--- src/rtl/dac_pkg.sv ---
package dac_pkg;
  localparam int unsigned NCH     = 2;
  localparam int unsigned DW      = 12;
  localparam int unsigned AW      = 8;
  localparam int unsigned BW      = 32;
  localparam int unsigned NUM_TIM = 6;
  localparam int unsigned TSEL_W  = $clog2(NUM_TIM + 2);
  localparam int unsigned SEL_EXT = NUM_TIM;
  localparam int unsigned SEL_SW  = NUM_TIM + 1;

  typedef enum logic [1:0] {FMT_R12 = 2'd0, FMT_L12 = 2'd1, FMT_R8 = 2'd2} fmt_e;

  typedef struct packed {
    logic              dma_en;
    logic [TSEL_W-1:0] tsel;
    logic              trig_en;
    logic              en;
  } ch_cfg_t;

  localparam int unsigned CFG_W = $bits(ch_cfg_t);

  localparam logic [AW-1:0] A_CTRL   = 8'h00;
  localparam logic [AW-1:0] A_SWTRIG = 8'h04;
  localparam logic [AW-1:0] A_STATUS = 8'h08;
  localparam logic [AW-1:0] A_DOUT1  = 8'h40;
  localparam logic [AW-1:0] A_DOUT2  = 8'h44;
  localparam logic [3:0]    PG_CH1   = 4'h1;
  localparam logic [3:0]    PG_CH2   = 4'h2;
  localparam logic [3:0]    PG_DUAL  = 4'h3;

  function automatic logic [DW-1:0] unpack_fmt(input fmt_e f, input logic [15:0] d);
    case (f)
      FMT_L12: unpack_fmt = d[15:4];
      FMT_R8:  unpack_fmt = {d[7:0], 4'h0};
      default: unpack_fmt = d[11:0];
    endcase
  endfunction
endpackage

--- src/rtl/dac_wr_decode.sv ---
module dac_wr_decode
  import dac_pkg::*;
(
  input  logic                    we_i,
  input  logic [AW-1:0]           addr_i,
  input  logic [BW-1:0]           wdata_i,
  output logic [NCH-1:0]          hold_we_o,
  output logic [NCH-1:0][DW-1:0]  hold_d_o
);
  fmt_e fmt;
  logic fmt_ok;

  always_comb begin
    fmt         = fmt_e'(addr_i[3:2]);
    fmt_ok      = (addr_i[3:2] != 2'd3) && (addr_i[1:0] == 2'b00);
    hold_we_o   = '0;
    hold_d_o[0] = unpack_fmt(fmt, wdata_i[15:0]);
    hold_d_o[1] = unpack_fmt(fmt, wdata_i[15:0]);
    if (we_i && fmt_ok) begin
      case (addr_i[7:4])
        PG_CH1:  hold_we_o = 2'b01;
        PG_CH2:  hold_we_o = 2'b10;
        PG_DUAL: begin
          hold_we_o = 2'b11;
          // 8-bit dual packs channel 2 in the second byte
          hold_d_o[1] = (fmt == FMT_R8) ? unpack_fmt(fmt, {8'h00, wdata_i[15:8]})
                                        : unpack_fmt(fmt, wdata_i[31:16]);
        end
        default: ;
      endcase
    end
  end
endmodule

--- src/rtl/dac_trig_sel.sv ---
module dac_trig_sel
  import dac_pkg::*;
(
  input  logic [TSEL_W-1:0]  tsel_i,
  input  logic [NUM_TIM-1:0] tim_i,
  input  logic               ext_rise_i,
  input  logic               sw_i,
  output logic               hit_o
);
  always_comb begin
    hit_o = 1'b0;
    for (int i = 0; i < NUM_TIM; i++)
      if (tsel_i == TSEL_W'(i)) hit_o = tim_i[i];
    if (tsel_i == TSEL_W'(SEL_EXT)) hit_o = ext_rise_i;
    if (tsel_i == TSEL_W'(SEL_SW))  hit_o = sw_i;
  end
endmodule

--- src/rtl/dac_channel.sv ---
module dac_channel
  import dac_pkg::*;
(
  input  logic               clk_i,
  input  logic               rst_ni,
  input  ch_cfg_t            cfg_i,
  input  logic               hold_we_i,
  input  logic [DW-1:0]      hold_d_i,
  input  logic               sw_set_i,
  input  logic [NUM_TIM-1:0] tim_i,
  input  logic               ext_rise_i,
  input  logic               ur_clr_i,
  output logic [DW-1:0]      dout_o,
  output logic               sw_o,
  output logic               dma_req_o,
  output logic               underrun_o
);
  logic [DW-1:0] hold_q, dout_q;
  logic pend_q, sw_q, req_q, ur_q;
  logic sel_hit, trig_hit, is_sw, starve, xfer_go;

  dac_trig_sel u_sel (
    .tsel_i     (cfg_i.tsel),
    .tim_i      (tim_i),
    .ext_rise_i (ext_rise_i),
    .sw_i       (sw_q),
    .hit_o      (sel_hit)
  );

  assign is_sw    = (cfg_i.tsel == TSEL_W'(SEL_SW));
  assign trig_hit = cfg_i.en & cfg_i.trig_en & sel_hit;
  assign starve   = cfg_i.dma_en & req_q & ~hold_we_i;
  assign xfer_go  = cfg_i.en & (cfg_i.trig_en ? (trig_hit & ~starve) : hold_we_i);

  always_ff @(posedge clk_i or negedge rst_ni) begin
    if (!rst_ni) begin
      hold_q <= '0;
      dout_q <= '0;
      pend_q <= 1'b0;
      sw_q   <= 1'b0;
      req_q  <= 1'b0;
      ur_q   <= 1'b0;
    end else begin
      if (hold_we_i) hold_q <= hold_d_i;
      pend_q <= xfer_go;
      if (pend_q) dout_q <= hold_q;
      sw_q <= (sw_q & ~(trig_hit & is_sw)) | sw_set_i;
      if (!cfg_i.dma_en)                req_q <= 1'b0;
      else if (trig_hit && !starve)     req_q <= 1'b1;
      else if (hold_we_i)               req_q <= 1'b0;
      if (trig_hit && starve)           ur_q <= 1'b1;
      else if (ur_clr_i)                ur_q <= 1'b0;
    end
  end

  assign dout_o     = dout_q;
  assign sw_o       = sw_q;
  assign dma_req_o  = req_q;
  assign underrun_o = ur_q;

  AST_DIRECT_XFER: assert property (@(posedge clk_i) disable iff (!rst_ni)
    cfg_i.en && !cfg_i.trig_en && hold_we_i |=> ##1 (dout_q == $past(hold_d_i, 2)));
  AST_DISABLED_STILL: assert property (@(posedge clk_i) disable iff (!rst_ni)
    !cfg_i.en |=> $stable(dout_q));
  AST_SW_AUTOCLR: assert property (@(posedge clk_i) disable iff (!rst_ni)
    trig_hit && is_sw && !sw_set_i |=> !sw_q);
  AST_UNDERRUN_SET: assert property (@(posedge clk_i) disable iff (!rst_ni)
    trig_hit && cfg_i.dma_en && req_q && !hold_we_i |=> ur_q && req_q);
  AST_STARVE_HOLD: assert property (@(posedge clk_i) disable iff (!rst_ni)
    trig_hit && cfg_i.dma_en && req_q && !hold_we_i && !pend_q |=> ##1 $stable(dout_q));
  AST_REQ_DROP: assert property (@(posedge clk_i) disable iff (!rst_ni)
    hold_we_i && !trig_hit |=> !req_q);
endmodule

--- src/rtl/dac_trig_ctrl.sv ---
module dac_trig_ctrl
  import dac_pkg::*;
(
  input  logic        clk_i,
  input  logic        rst_ni,
  input  logic        bus_we_i,
  input  logic [7:0]  bus_addr_i,
  input  logic [31:0] bus_wdata_i,
  output logic [31:0] bus_rdata_o,
  input  logic [5:0]  tim_trig_i,
  input  logic        ext_trig_i,
  output logic [11:0] dac1_data_o,
  output logic [11:0] dac2_data_o,
  output logic [1:0]  dma_req_o
);
  localparam int unsigned HALF = BW / 2;

  ch_cfg_t [NCH-1:0]         cfg_q;
  logic    [NCH-1:0]         hold_we, sw, ur, req;
  logic    [NCH-1:0][DW-1:0] hold_d, dout;
  logic ext_q, ext_rise, ctrl_we, sw_we, st_we;

  assign ctrl_we  = bus_we_i && (bus_addr_i == A_CTRL);
  assign sw_we    = bus_we_i && (bus_addr_i == A_SWTRIG);
  assign st_we    = bus_we_i && (bus_addr_i == A_STATUS);
  assign ext_rise = ext_trig_i & ~ext_q;

  dac_wr_decode u_dec (
    .we_i      (bus_we_i),
    .addr_i    (bus_addr_i),
    .wdata_i   (bus_wdata_i),
    .hold_we_o (hold_we),
    .hold_d_o  (hold_d)
  );

  always_ff @(posedge clk_i or negedge rst_ni) begin
    if (!rst_ni) begin
      ext_q <= 1'b0;
      cfg_q <= '0;
    end else begin
      ext_q <= ext_trig_i;
      if (ctrl_we)
        for (int c = 0; c < NCH; c++) cfg_q[c] <= ch_cfg_t'(bus_wdata_i[c*HALF +: CFG_W]);
    end
  end

  for (genvar c = 0; c < NCH; c++) begin : g_ch
    dac_channel u_ch (
      .clk_i      (clk_i),
      .rst_ni     (rst_ni),
      .cfg_i      (cfg_q[c]),
      .hold_we_i  (hold_we[c]),
      .hold_d_i   (hold_d[c]),
      .sw_set_i   (sw_we & bus_wdata_i[c]),
      .tim_i      (tim_trig_i),
      .ext_rise_i (ext_rise),
      .ur_clr_i   (st_we & bus_wdata_i[c]),
      .dout_o     (dout[c]),
      .sw_o       (sw[c]),
      .dma_req_o  (req[c]),
      .underrun_o (ur[c])
    );
  end

  always_comb begin
    bus_rdata_o = '0;
    case (bus_addr_i)
      A_CTRL:   for (int c = 0; c < NCH; c++) bus_rdata_o[c*HALF +: CFG_W] = cfg_q[c];
      A_SWTRIG: bus_rdata_o[NCH-1:0] = sw;
      A_STATUS: bus_rdata_o[NCH-1:0] = ur;
      A_DOUT1:  bus_rdata_o[DW-1:0]  = dout[0];
      A_DOUT2:  bus_rdata_o[DW-1:0]  = dout[1];
      default:  ;
    endcase
  end

  assign dac1_data_o = dout[0];
  assign dac2_data_o = dout[1];
  assign dma_req_o   = req;

  AST_ST_W0_KEEP: assert property (@(posedge clk_i) disable iff (!rst_ni)
    st_we && ur[0] && !bus_wdata_i[0] |=> ur[0]);
  AST_CTRL_RB: assert property (@(posedge clk_i) disable iff (!rst_ni)
    ctrl_we |=> cfg_q[1] == ch_cfg_t'($past(bus_wdata_i[HALF +: CFG_W])));
endmodule

--- config.mk ---
export PLATFORM = sky130hd
export DESIGN_NAME = dac_trig_ctrl
export DESIGN_NICKNAME = d
export VERILOG_FILES = /design/src/rtl/dac_pkg.sv /design/src/rtl/dac_wr_decode.sv /design/src/rtl/dac_trig_sel.sv /design/src/rtl/dac_channel.sv /design/src/rtl/dac_trig_ctrl.sv
export SDC_FILE = /design/constraint.sdc
export NUM_CORES = 1
export LEC_CHECK = 0
export BUFFER_PORTS_ARGS = -buffer_cell sky130_fd_sc_hd__buf_4
export CORE_MARGIN = 4
export CORE_UTILIZATION = 44
export CTS_CLUSTER_DIAMETER = 100
export DETAILED_ROUTE_END_ITERATION = 7
export PLACE_DENSITY = 0.72
export SYNTH_ARGS = -nofsm -noshare
export SYNTH_HDL_FRONTEND = slang
export SYNTH_SLANG_ARGS = --single-unit
--- constraint.sdc ---
create_clock -name clk_i -period 4.14 [get_ports clk_i]
set_clock_uncertainty 0.05 [all_clocks]
set_input_delay 0.621 -clock clk_i [delete_from_list [all_inputs] [get_ports clk_i]]
set_output_delay 0.621 -clock clk_i [all_outputs]
set_load 0.005 [all_outputs]
==> results of run 1 <==
-- through the flow --
step	area [µm²]	utilization (%)	total power, mW	worst slack [ns]
2_1_floorplan	3830	-	0.891	1.55
3_3_place_gp	4480	53.9	0.976	1.18
3_5_place_dp	4480	53.9	0.985	1.09
4_1_cts	4700	56.6	1.59	1.18
5_1_grt	4700	56.6	1.65	1.09
6_report	4700	56.6	1.58	1.16
-- cell usage after synthesis, types with 10 or more instances --
| cell type | number |
|---|---|
| dfrtp_1 | 69 |
| nand2_1 | 33 |
| mux2_2 | 31 |
| o21ai_0 | 25 |
| buf_4 | 16 |
| nor2b_1 | 15 |
| a22o_1 | 14 |
| mux2i_1 | 13 |
| clkbuf_1 | 11 |
| mux2_4 | 10 |
-- area by class of cell --
class | instances | area share [%]
Multi-Input combinational cell | 250 | 39.3
Sequential cell | 69 | 36.8
Timing Repair Buffer | 99 | 15.8
Tap cell | 105 | 2.80
Clock buffer | 9 | 2.64
Clock inverter | 7 | 2.10
Inverter | 7 | 0.559
-- worst min-delay path by stage --
stage / slack (ns) / cells after the start / start / to
3_5_place_dp: 0.42 / 2 / g_ch[0].u_ch.hold_q[10]$_DFFE_PN0P_ / g_ch[0].u_ch.hold_q[10]$_DFFE_PN0P_
6_report: 0.31 / 1 / rst_ni / g_ch[1].u_ch.underrun_o$_DFFE_PN0P_
4_1_cts: 0.34 / 1 / ext_trig_i / ext_q$_DFF_PN0_
5_1_grt: 0.35 / 1 / ext_trig_i / ext_q$_DFF_PN0_
3_3_place_gp: 0.41 / 2 / g_ch[0].u_ch.hold_q[7]$_DFFE_PN0P_ / g_ch[0].u_ch.hold_q[7]$_DFFE_PN0P_
2_1_floorplan: 0.28 / 0 / rst_ni / cfg_q[0]$_DFFE_PN0P_
-- power by group --
part	internal [mW]	switching, mW	total (mW)
sequential	0.725	0.0351	0.761
clock	0.342	0.268	0.610
combinational	0.103	0.109	0.212
-- cell families after synthesis --
| group | synth area share, % |
|---|---|
| adder cells (fa/ha/maj) | 1.32 |
| AO/OA/AOI/OAI | 16.5 |
| flip-flops | 45.6 |
| multiplexers | 17.2 |
| other | 0.0991 |
| buffers and inverters | 6.81 |
| AND/OR/NAND/NOR | 12.4 |
-- metal layers --
metal | vias up | GRT usage [%]
met5 | - | 0
met4 | 0 | 6.84
met3 | 13 | 3.94
met2 | 100 | 32.3
met1 | 1505 | 28.5
li1 | 1423 | -
-- sequential cells by signal (all words and copies together) (netlist names) --
signal,count
g_ch.u_ch.underrun_o,2
g_ch.u_ch.dma_req_o,2
cfg_q,12
g_ch.u_ch.dout_o,24
g_ch.u_ch.hold_q,24
g_ch.u_ch.pend_q,2
g_ch.u_ch.sw_o,2
ext_q,1
==> out/qor.csv, run 1 <==
stage;metric;value;unit
grt;antenna_found_initial;0;
routing;drc_errors;0;
timing;maxSlewViolCount;0;
setup_path;crit_required;3.47;ns
setup_path;startpoint;bus_addr_i[7];
clocking;cts_tree;built;
die;fp.dieW;101;µm
clocking;post_cts_buffers;0;
grt;track_usage;20.5;%
die;ios;108;
die;dieArea;10100;µm²
final_layout;final_common_cell;buf_4;
place;gp_congestion;0.871;
timing;relSlewSlack;43.9;%
die;rows;33;
setup_path;reg2regPathDepth;3;
place;dp_hpwl;7730;µm
synth;synth_top_area_cell;dfrtp_1;
synth;ys_top_cells_by_area;dfrtp_1 (46%), mux2_2 (9.2%), mux2_4 (4.0%);
synth;yosysWarnings;0;
synth;async_flop_share;100;%
timing;min_period;2.98;ns
setup_path;crit_cells;7;
setup_path;critPathArrivalTime;2.31;ns
final_layout;diodes;0;
routing;ant_nets;0;
routing;wl;10200;µm
setup_path;critPathKind;in2out;
synth;synth.avg_cell_area;10.7;µm²
synth;syn-instance-count;352;
routing;drtIter0Drc;210;
routing;dr_wl_met3;634;µm
setup_path;path_cells;buf_4 > or4_4 > nor4b_2 > buf_4 > a22oi_1 > nand2_1 > buf_4;
job;drv_cap;0;
routing;vias;3041;
final_layout;final_cell_mix;buf_4 (99), dfrtp_1 (69), nand2_1 (33);
synth;netlist_area;3780;µm²
timing;hold_viol_final;0;
routing;wl_met2;5030;µm
synth;seq_area_frac_synth;45.6;%
final_layout;seqCellArea;1730;µm²
final_layout;finalNonFillerCells;546;
power;power_density;337;nW/µm²
clocking;htreeDepth;3;
grt;grt_max_degree;70;
setup_path;slowest_delay;0.57;ns
clocking;cts_resized;0;
clocking;clockBufferDepth;2;
die;die_h;101;µm
clocking;cts_buffers;9;
synth;ys_types;48;
grt;overflow;0;
final_layout;multi_input_area;1850;µm²
final_layout;area.growth.synth_to_final;24.2;%
routing;routed.top_layer;met4;
grt;grt_pass1_vias;2967;
setup_path;rr_endpoint;g_ch[1].u_ch.dma_req_o$_DFFE_PN0P_;
timing;rsz0062_at_grt;no;
setup_path;path_max_fanout;7;
status;status;complete, no violations;
setup_path;cpMostUsedCell;buf_4;
routing;routed_via_density;5.57;
timing;worst_pin_slew;0.842;ns
power;ir_worst_vdd;0.175;mV
timing;period_share;72.0;%
final_layout;nFillCells;710;
setup_path;crit_path_end;bus_rdata_o[2];
timing;hold_ws;0.310;ns
routing;met1_length;4440;µm
die;start_util;45.6;%
setup_path;path_buf_inv;3;
clocking;holdBufCountCts;0;
routing;drtPass1Iterations;5;
grt;grt_pass1_wl;16100;µm
final_layout;layout-drive-gt1-share;37.6;%
timing;setup_violations;0;
final_layout;final_nets;490;
clocking;numClockSinks;69;
synth;synth_edf_count;0;
setup_path;crit_slowest_cell;or4_4;
clocking;ctsRootBufferMaster;clkbuf_8;
timing;max_freq;335;MHz
synth;synth_top_area_share;45.6;%
power;p_leak;2.30;nW
min_path;hp-class;in2async;
setup_path;timing.rr.start;cfg_q[8]$_DFFE_PN0P_;
synth;synth_flop_cell;dfrtp_1;
setup_path;critPathTopFamily;simple AND/OR/NAND/NOR gates;
setup_path;endpoint_kind;output pin;
die;coreArea;8300;µm²
synth;synth-seq-cells;69;
clocking;clk_pin_slew;0.07;ns
setup_path;cp-start-kind;input port;
place;dp_cells;530;
setup_path;r2r_slack;2.48;ns
routing;wl_per_cell;18.7;µm
clocking;clock_latency;0.34;ns
timing;tns;0;ns
place;io_buffers;93;
Note: power is estimated with default switching activity, not from simulation.
==> inputs of run 2 (changes only) <==
--- a/config.mk
+++ b/config.mk
@@ -10,7 +10,7 @@
 export CORE_UTILIZATION = 44
 export CTS_CLUSTER_DIAMETER = 100
 export DETAILED_ROUTE_END_ITERATION = 7
-export PLACE_DENSITY = 0.72
+export PLACE_DENSITY = 0.75
 export SYNTH_ARGS = -nofsm -noshare
 export SYNTH_HDL_FRONTEND = slang
 export SYNTH_SLANG_ARGS = --single-unit
==> constraint.sdc (replaced) <==
create_clock -name clk_i -period 2.4 [get_ports clk_i]
set_clock_uncertainty 0.05 [all_clocks]
set_input_delay 0.36 -clock clk_i [delete_from_list [all_inputs] [get_ports clk_i]]
set_output_delay 0.36 -clock clk_i [all_outputs]
set_load 0.005 [all_outputs]
==> out/qor.csv, run 2 (same netlist as run 1, synthesis figures left out) <==
stage;metric;value;unit;change
timing;hold_ws;0.0620;ns;was 0.310 ns
routing;wl_per_cell;18.9;µm;was 18.7 µm
final_layout;final_cell_mix;buf_4 (103), dfrtp_1 (69), nand2_1 (33);;was buf_4 (99), dfrtp_1 (69), nand2_1 (33)
clocking;cts_buffers;9;;unchanged
final_layout;area.growth.synth_to_final;26.5;%;was 24.2%
power;swShare;24.6;%;was 26.1%
die;coreArea;8300;µm²;unchanged
clocking;clk_pin_slew;0.08;ns;was 0.07 ns
final_layout;multi_input_area;1860;µm²;was 1850 µm²
setup_path;cp-start-kind;input port;;unchanged
timing;max_freq;437;MHz;
place;dp_hpwl;7750;µm;was 7730 µm
setup_path;slowest_delay;0.43;ns;was 0.57 ns
clocking;htreeDepth;3;;unchanged
power;pwr-share-comb;13.2;%;was 13.4%
timing;tns;0;ns;unchanged
routing;wl;10400;µm;was 10200 µm
clocking;numClockSinks;69;;unchanged
routing;drtPass1Iterations;5;;unchanged
setup_path;endpoint_kind;output pin;;unchanged
timing;min_period;2.29;ns;
grt;antenna_found_initial;0;;unchanged
power;p_leak;2.33;nW;was 2.30 nW
final_layout;seqCellArea;1730;µm²;unchanged
die;rows;33;;unchanged
final_layout;finalInstanceArea;4790;µm²;was 4700 µm²
setup_path;crit_slowest_cell;or3_1;;was or4_4
routing;vias;3136;;was 3041
final_layout;final_nets;495;;was 490
setup_path;crit_required;1.99;ns;was 3.47 ns
timing;maxSlewViolCount;0;;unchanged
routing;drc_errors;0;;unchanged
grt;grt_max_degree;70;;unchanged
power;power_density;596;nW/µm²;was 337 nW/µm²
setup_path;path_max_fanout;11;;was 7
power;ir_worst_vdd;0.344;mV;was 0.175 mV
final_layout;nFillCells;707;;was 710
power;p_int;2.15;mW;was 1.17 mW
power;switchingPower;0.700;mW;was 0.412 mW
die;dieArea;10100;µm²;unchanged
timing;worst_slack;0.111;ns;was 1.16 ns
die;start_util;45.6;%;unchanged
die;die_h;101;µm;unchanged
timing;relSlewSlack;43.6;%;was 43.9%
setup_path;critPathKind;in2out;;unchanged
min_path;hp-class;in2async;;unchanged
power;p_seq_share;46.1;%;was 48.1%
routing;routed_via_density;5.69;;was 5.57
timing;hold_viol_final;0;;unchanged
clocking;ctsRootBufferMaster;clkbuf_8;;unchanged
setup_path;cpMostUsedCell;buf_4;;unchanged
die;fp.dieW;101;µm;unchanged
place;place_ws;0.119;ns;was 1.09 ns
timing;rsz0062_at_grt;no;;unchanged
setup_path;reg2regPathDepth;3;;unchanged
grt;grt_pass1_vias;3041;;was 2967
setup_path;critPathArrivalTime;1.88;ns;was 2.31 ns
final_layout;final_common_cell;buf_4;;unchanged
routing;drtIter0Drc;210;;unchanged
power;power;2.85;mW;was 1.58 mW
place;io_buffers;93;;unchanged
final_layout;diodes;0;;unchanged
place;place_area;4530;µm²;was 4480 µm²
grt;grt_pass1_wl;16200;µm;was 16100 µm
setup_path;r2r_slack;0.74;ns;was 2.48 ns
die;ios;108;;unchanged
status;status;complete, no violations;;unchanged
timing;worst_pin_slew;0.846;ns;was 0.842 ns
place;gp_congestion;0.849;;was 0.871
clocking;clockBufferDepth;2;;unchanged
timing;period_share;95.4;%;
grt;overflow;0;;unchanged
routing;ant_nets;0;;unchanged
job;drv_cap;0;;unchanged
final_layout;layout-drive-gt1-share;38.8;%;was 37.6%
clocking;cts_tree;built;;unchanged
setup_path;path_cells;buf_4 > or3_1 > nor4_2 > buf_4 > a22oi_1 > o21ai_0 > buf_4;;was buf_4 > or4_4 > nor4b_2 > buf_4 > a22oi_1 > nand2_1 > buf_4
clocking;clock_latency;0.34;ns;about the same
timing;setup_violations;0;;unchanged
grt;track_usage;20.7;%;was 20.5%
power;p_clk_share;40.7;%;was 38.6%
[run 2: critical path: cells and delay by family]
family / cells / cell delay [ns]
buffers and inverters: 3 / 0.53
AND/OR/NAND/NOR: 2 / 0.78
AO/OA/AOI/OAI: 2 / 0.21
[run 2: path summary, 6_finish.rpt]
kind / from / to
min in group clk_i: ext_trig_i / ext_q$_DFF_PN0_
max: bus_addr_i[4] / bus_rdata_o[1]
max reg2reg: cfg_q[8]$_DFFE_PN0P_ / g_ch[1].u_ch.pend_q$_DFF_PN0_
max in group asynchronous: rst_ni / g_ch[1].u_ch.dout_o[5]$_DFFE_PN0P_
min: rst_ni / g_ch[1].u_ch.dma_req_o$_DFFE_PN0P_
min reg2reg: g_ch[0].u_ch.hold_q[3]$_DFFE_PN0P_ / g_ch[0].u_ch.hold_q[3]$_DFFE_PN0P_
[run 2: layout make-up]
class / count / area share [%]
Clock buffer: 10 / 2.88
Clock inverter: 6 / 2.30
Inverter: 7 / 0.549
Multi-Input combinational cell: 250 / 38.9
Sequential cell: 69 / 36.1
Tap cell: 105 / 2.75
Timing Repair Buffer: 104 / 16.6
[run 2: through the flow]
| step | utilization [%] | instances |
|---|---|---|
| global placement | 54.6 | 535 |
| global route | 57.7 | 551 |
| CTS | 57.6 | 551 |
| finish | 57.7 | 551 |
| detailed placement | 54.6 | 535 |
| floorplan | - | 365 |
[run 2: what timing repair did]
action | CTS | global route
setup endpoints to repair | 0 | 5
endpoints found under the hold margin | 0 | 0
hold buffers | 0 | 0
setup buffers | 0 | 0
gates resized for setup | 0 | 1
[run 2: power groups by stage]
stage / clock network [mW] / registers [mW] / logic, mW
after floorplan: 0 / 1.31 / 0.225
after global routing: 1.22 / 1.33 / 0.415
final: 1.16 / 1.31 / 0.376
after global placement: 0 / 1.33 / 0.358
after CTS: 1.17 / 1.31 / 0.375
after detailed placement: 0 / 1.34 / 0.369
[run 2: metal layers]
layer / wire (µm) / global-route usage (%)
met3: 544 / 3.11
met4: 206 / 8.29
met2: 5150 / 33.5
met5: 0 / 0
met1: 4530 / 27.7
==> inputs of run 3 (changes only) <==
--- a/config.mk
+++ b/config.mk
@@ -5,7 +5,7 @@
 export SDC_FILE = /design/constraint.sdc
 export NUM_CORES = 1
 export LEC_CHECK = 0
-export BUFFER_PORTS_ARGS = -buffer_cell sky130_fd_sc_hd__buf_4
+export BUFFER_PORTS_ARGS = -buffer_cell sky130_fd_sc_hd__clkbuf_2
 export CORE_MARGIN = 4
 export CORE_UTILIZATION = 44
 export CTS_CLUSTER_DIAMETER = 100
==> out/qor.csv, run 3 (same netlist as run 1, synthesis figures left out) <==
stage;metric;value;unit;change
status;status;complete, no violations;;unchanged
routing;drtIter0Drc;179;;was 210
setup_path;cpMostUsedCell;clkbuf_2;;was buf_4
grt;use_met2;32.1;%;was 33.5%
die;ios;108;;unchanged
routing;ant_nets;0;;unchanged
clocking;clk_pin_slew;0.08;ns;about the same
timing;maxSlewViolCount;0;;unchanged
die;dieArea;10100;µm²;unchanged
setup_path;endpoint_kind;output pin;;unchanged
setup_path;path_max_fanout;5;;was 11
final_layout;final_common_cell;clkbuf_2;;was buf_4
setup_path;critPathArrivalTime;1.84;ns;was 1.88 ns
setup_path;cp-start-kind;input port;;unchanged
setup_path;rr_endpoint;g_ch[1].u_ch.underrun_o$_DFFE_PN0P_;;was g_ch[1].u_ch.pend_q$_DFF_PN0_
setup_path;reg2regPathDepth;3;;unchanged
setup_path;crit_path_end;bus_rdata_o[3];;was bus_rdata_o[1]
routing;routed_via_density;5.69;;about the same
timing;hold_ws;0.116;ns;was 0.0620 ns
setup_path;startpoint;bus_addr_i[6];;was bus_addr_i[4]
setup_path;path_buf_inv;3;;unchanged
clocking;ctsRootBufferMaster;clkbuf_8;;unchanged
final_layout;finalInstanceArea;4530;µm²;was 4790 µm²
grt;grt_use_met3;3.74;%;was 3.11%
power;power_density;574;nW/µm²;was 596 nW/µm²
min_path;hold_start;ext_trig_i;;
power;p_leak;2.26;nW;was 2.33 nW
final_layout;diodes;0;;unchanged
clocking;clock_latency;0.35;ns;was 0.34 ns
grt;grt_max_degree;36;;was 70
timing;rsz0062_at_grt;no;;unchanged
timing;min_period;2.25;ns;was 2.29 ns
clocking;cts_tree;built;;unchanged
die;start_util;45.6;%;unchanged
clocking;cts_resized;0;;unchanged
min_path;hp-class;in2reg;;was in2async
routing;drtPass1Iterations;4;;was 5
die;die_h;101;µm;unchanged
routing;wl_per_cell;18.3;µm;was 18.9 µm
grt;grt_pass1_wl;16000;µm;was 16200 µm
final_layout;final_cell_mix;clkbuf_2 (92), dfrtp_1 (69), nand2_1 (33);;was buf_4 (103), dfrtp_1 (69), nand2_1 (33)
clocking;cts_buffers;9;;unchanged
final_layout;layout-drive-gt1-share;38.3;%;was 38.8%
final_layout;nFillCells;741;;was 707
timing;hold_viol_final;0;;unchanged
setup_path;r2r_slack;0.72;ns;was 0.74 ns
grt;grt.met1_usage;27.7;%;about the same
timing;setup_violations;0;;unchanged
clocking;htreeDepth;3;;unchanged
setup_path;crit_slowest_cell;or4_4;;was or3_1
place;dp_hpwl;7890;µm;was 7750 µm
grt;antenna_found_initial;0;;unchanged
clocking;numClockSinks;69;;unchanged
setup_path;path_cells;clkbuf_2 > or4_4 > nor4b_2 > buf_4 > a22oi_1 > nand2_1 > clkbuf_2;;was buf_4 > or3_1 > nor4_2 > buf_4 > a22oi_1 > o21ai_0 > buf_4
final_layout;area.growth.synth_to_final;19.7;%;was 26.5%
setup_path;timing.rr.start;cfg_q[8]$_DFFE_PN0P_;;unchanged
final_layout;final_nets;498;;was 495
timing;period_share;93.6;%;was 95.4%
setup_path;critPathTopFamily;simple AND/OR/NAND/NOR gates;;unchanged
grt;grt_pass1_vias;3009;;was 3041
setup_path;slowest_delay;0.56;ns;was 0.43 ns
grt;top_usage_layer;met2;;unchanged
timing;relSlewSlack;59.5;%;was 43.6%
die;coreArea;8300;µm²;unchanged
power;ir_worst_vdd;0.295;mV;was 0.344 mV
die;fp.dieW;101;µm;unchanged
grt;track_usage;20.4;%;was 20.7%
timing;worst_pin_slew;0.607;ns;was 0.846 ns
routing;wl;10200;µm;was 10400 µm
place;gp_congestion;0.890;;was 0.849
setup_path;crit_cells;7;;unchanged
timing;tns;0;ns;unchanged
place;dp_cells;537;;was 535
clocking;clockBufferDepth;2;;unchanged
setup_path;critPathKind;in2out;;unchanged
final_layout;finalNonFillerCells;554;;was 551
routing;vias;3152;;was 3136
setup_path;crit_required;1.99;ns;about the same
die;rows;33;;unchanged
place;place_area;4330;µm²;was 4530 µm²
place;io_buffers;93;;unchanged
grt;overflow;0;;unchanged
routing;drc_errors;0;;unchanged
job;drv_cap;0;;unchanged
timing;max_freq;445;MHz;was 437 MHz
## run 3: layout make-up
type                            count  area (µm²)  area share (%)
Timing Repair Buffer              107         598            13.2
Tap cell                          105         131            2.90
Sequential cell                    69        1730            38.1
Clock inverter                      4        47.5            1.05
Multi-Input combinational cell    250        1850            40.9
Inverter                            7        26.3           0.580
Clock buffer                       12         145            3.20
## run 3: how the worst min path moves through the flow
| stage | to | depth (start not counted) |
|---|---|---|
| finish | ext_q$_DFF_PN0_ | 1 |
| floorplan | cfg_q[0]$_DFFE_PN0P_ | 0 |
| global route | ext_q$_DFF_PN0_ | 1 |
| detailed placement | g_ch[1].u_ch.underrun_o$_DFFE_PN0P_ | 1 |
| global placement | g_ch[1].u_ch.dma_req_o$_DFFE_PN0P_ | 1 |
| CTS | ext_q$_DFF_PN0_ | 1 |
## run 3: stage by stage
stage / power (mW) / util, % / setup WS (ns)
finish: 2.60 / 54.6 / 0.153
floorplan: 1.54 / - / 0.330
detailed placement: 1.68 / 52.1 / 0.137
global placement: 1.67 / 52.1 / 0.178
global route: 2.70 / 54.6 / 0.0102
CTS: 2.61 / 54.6 / 0.141
## run 3: per-layer routing
| layer | vias up | share of wire, % |
|---|---|---|
| li1 | 1447 | - |
| met2 | 111 | 49 |
| met4 | 0 | 2.2 |
| met1 | 1574 | 43 |
| met5 | - | 0 |
| met3 | 20 | 6.0 |
## run 3: what timing repair did
item                      4_1_cts  5_1_grt
setup buffers                   0        0
hold endpoints to repair       24        0
hold buffers                    1        0
## run 3: where the power goes
part / switching, mW / internal (mW) / total [mW] / leakage, nW
Sequential: 0.0597 / 1.25 / 1.31 / 0.923
Clock: 0.427 / 0.506 / 0.932 / 0.0964
Combinational: 0.192 / 0.162 / 0.354 / 1.24
Total: 0.679 / 1.92 / 2.60 / 2.26
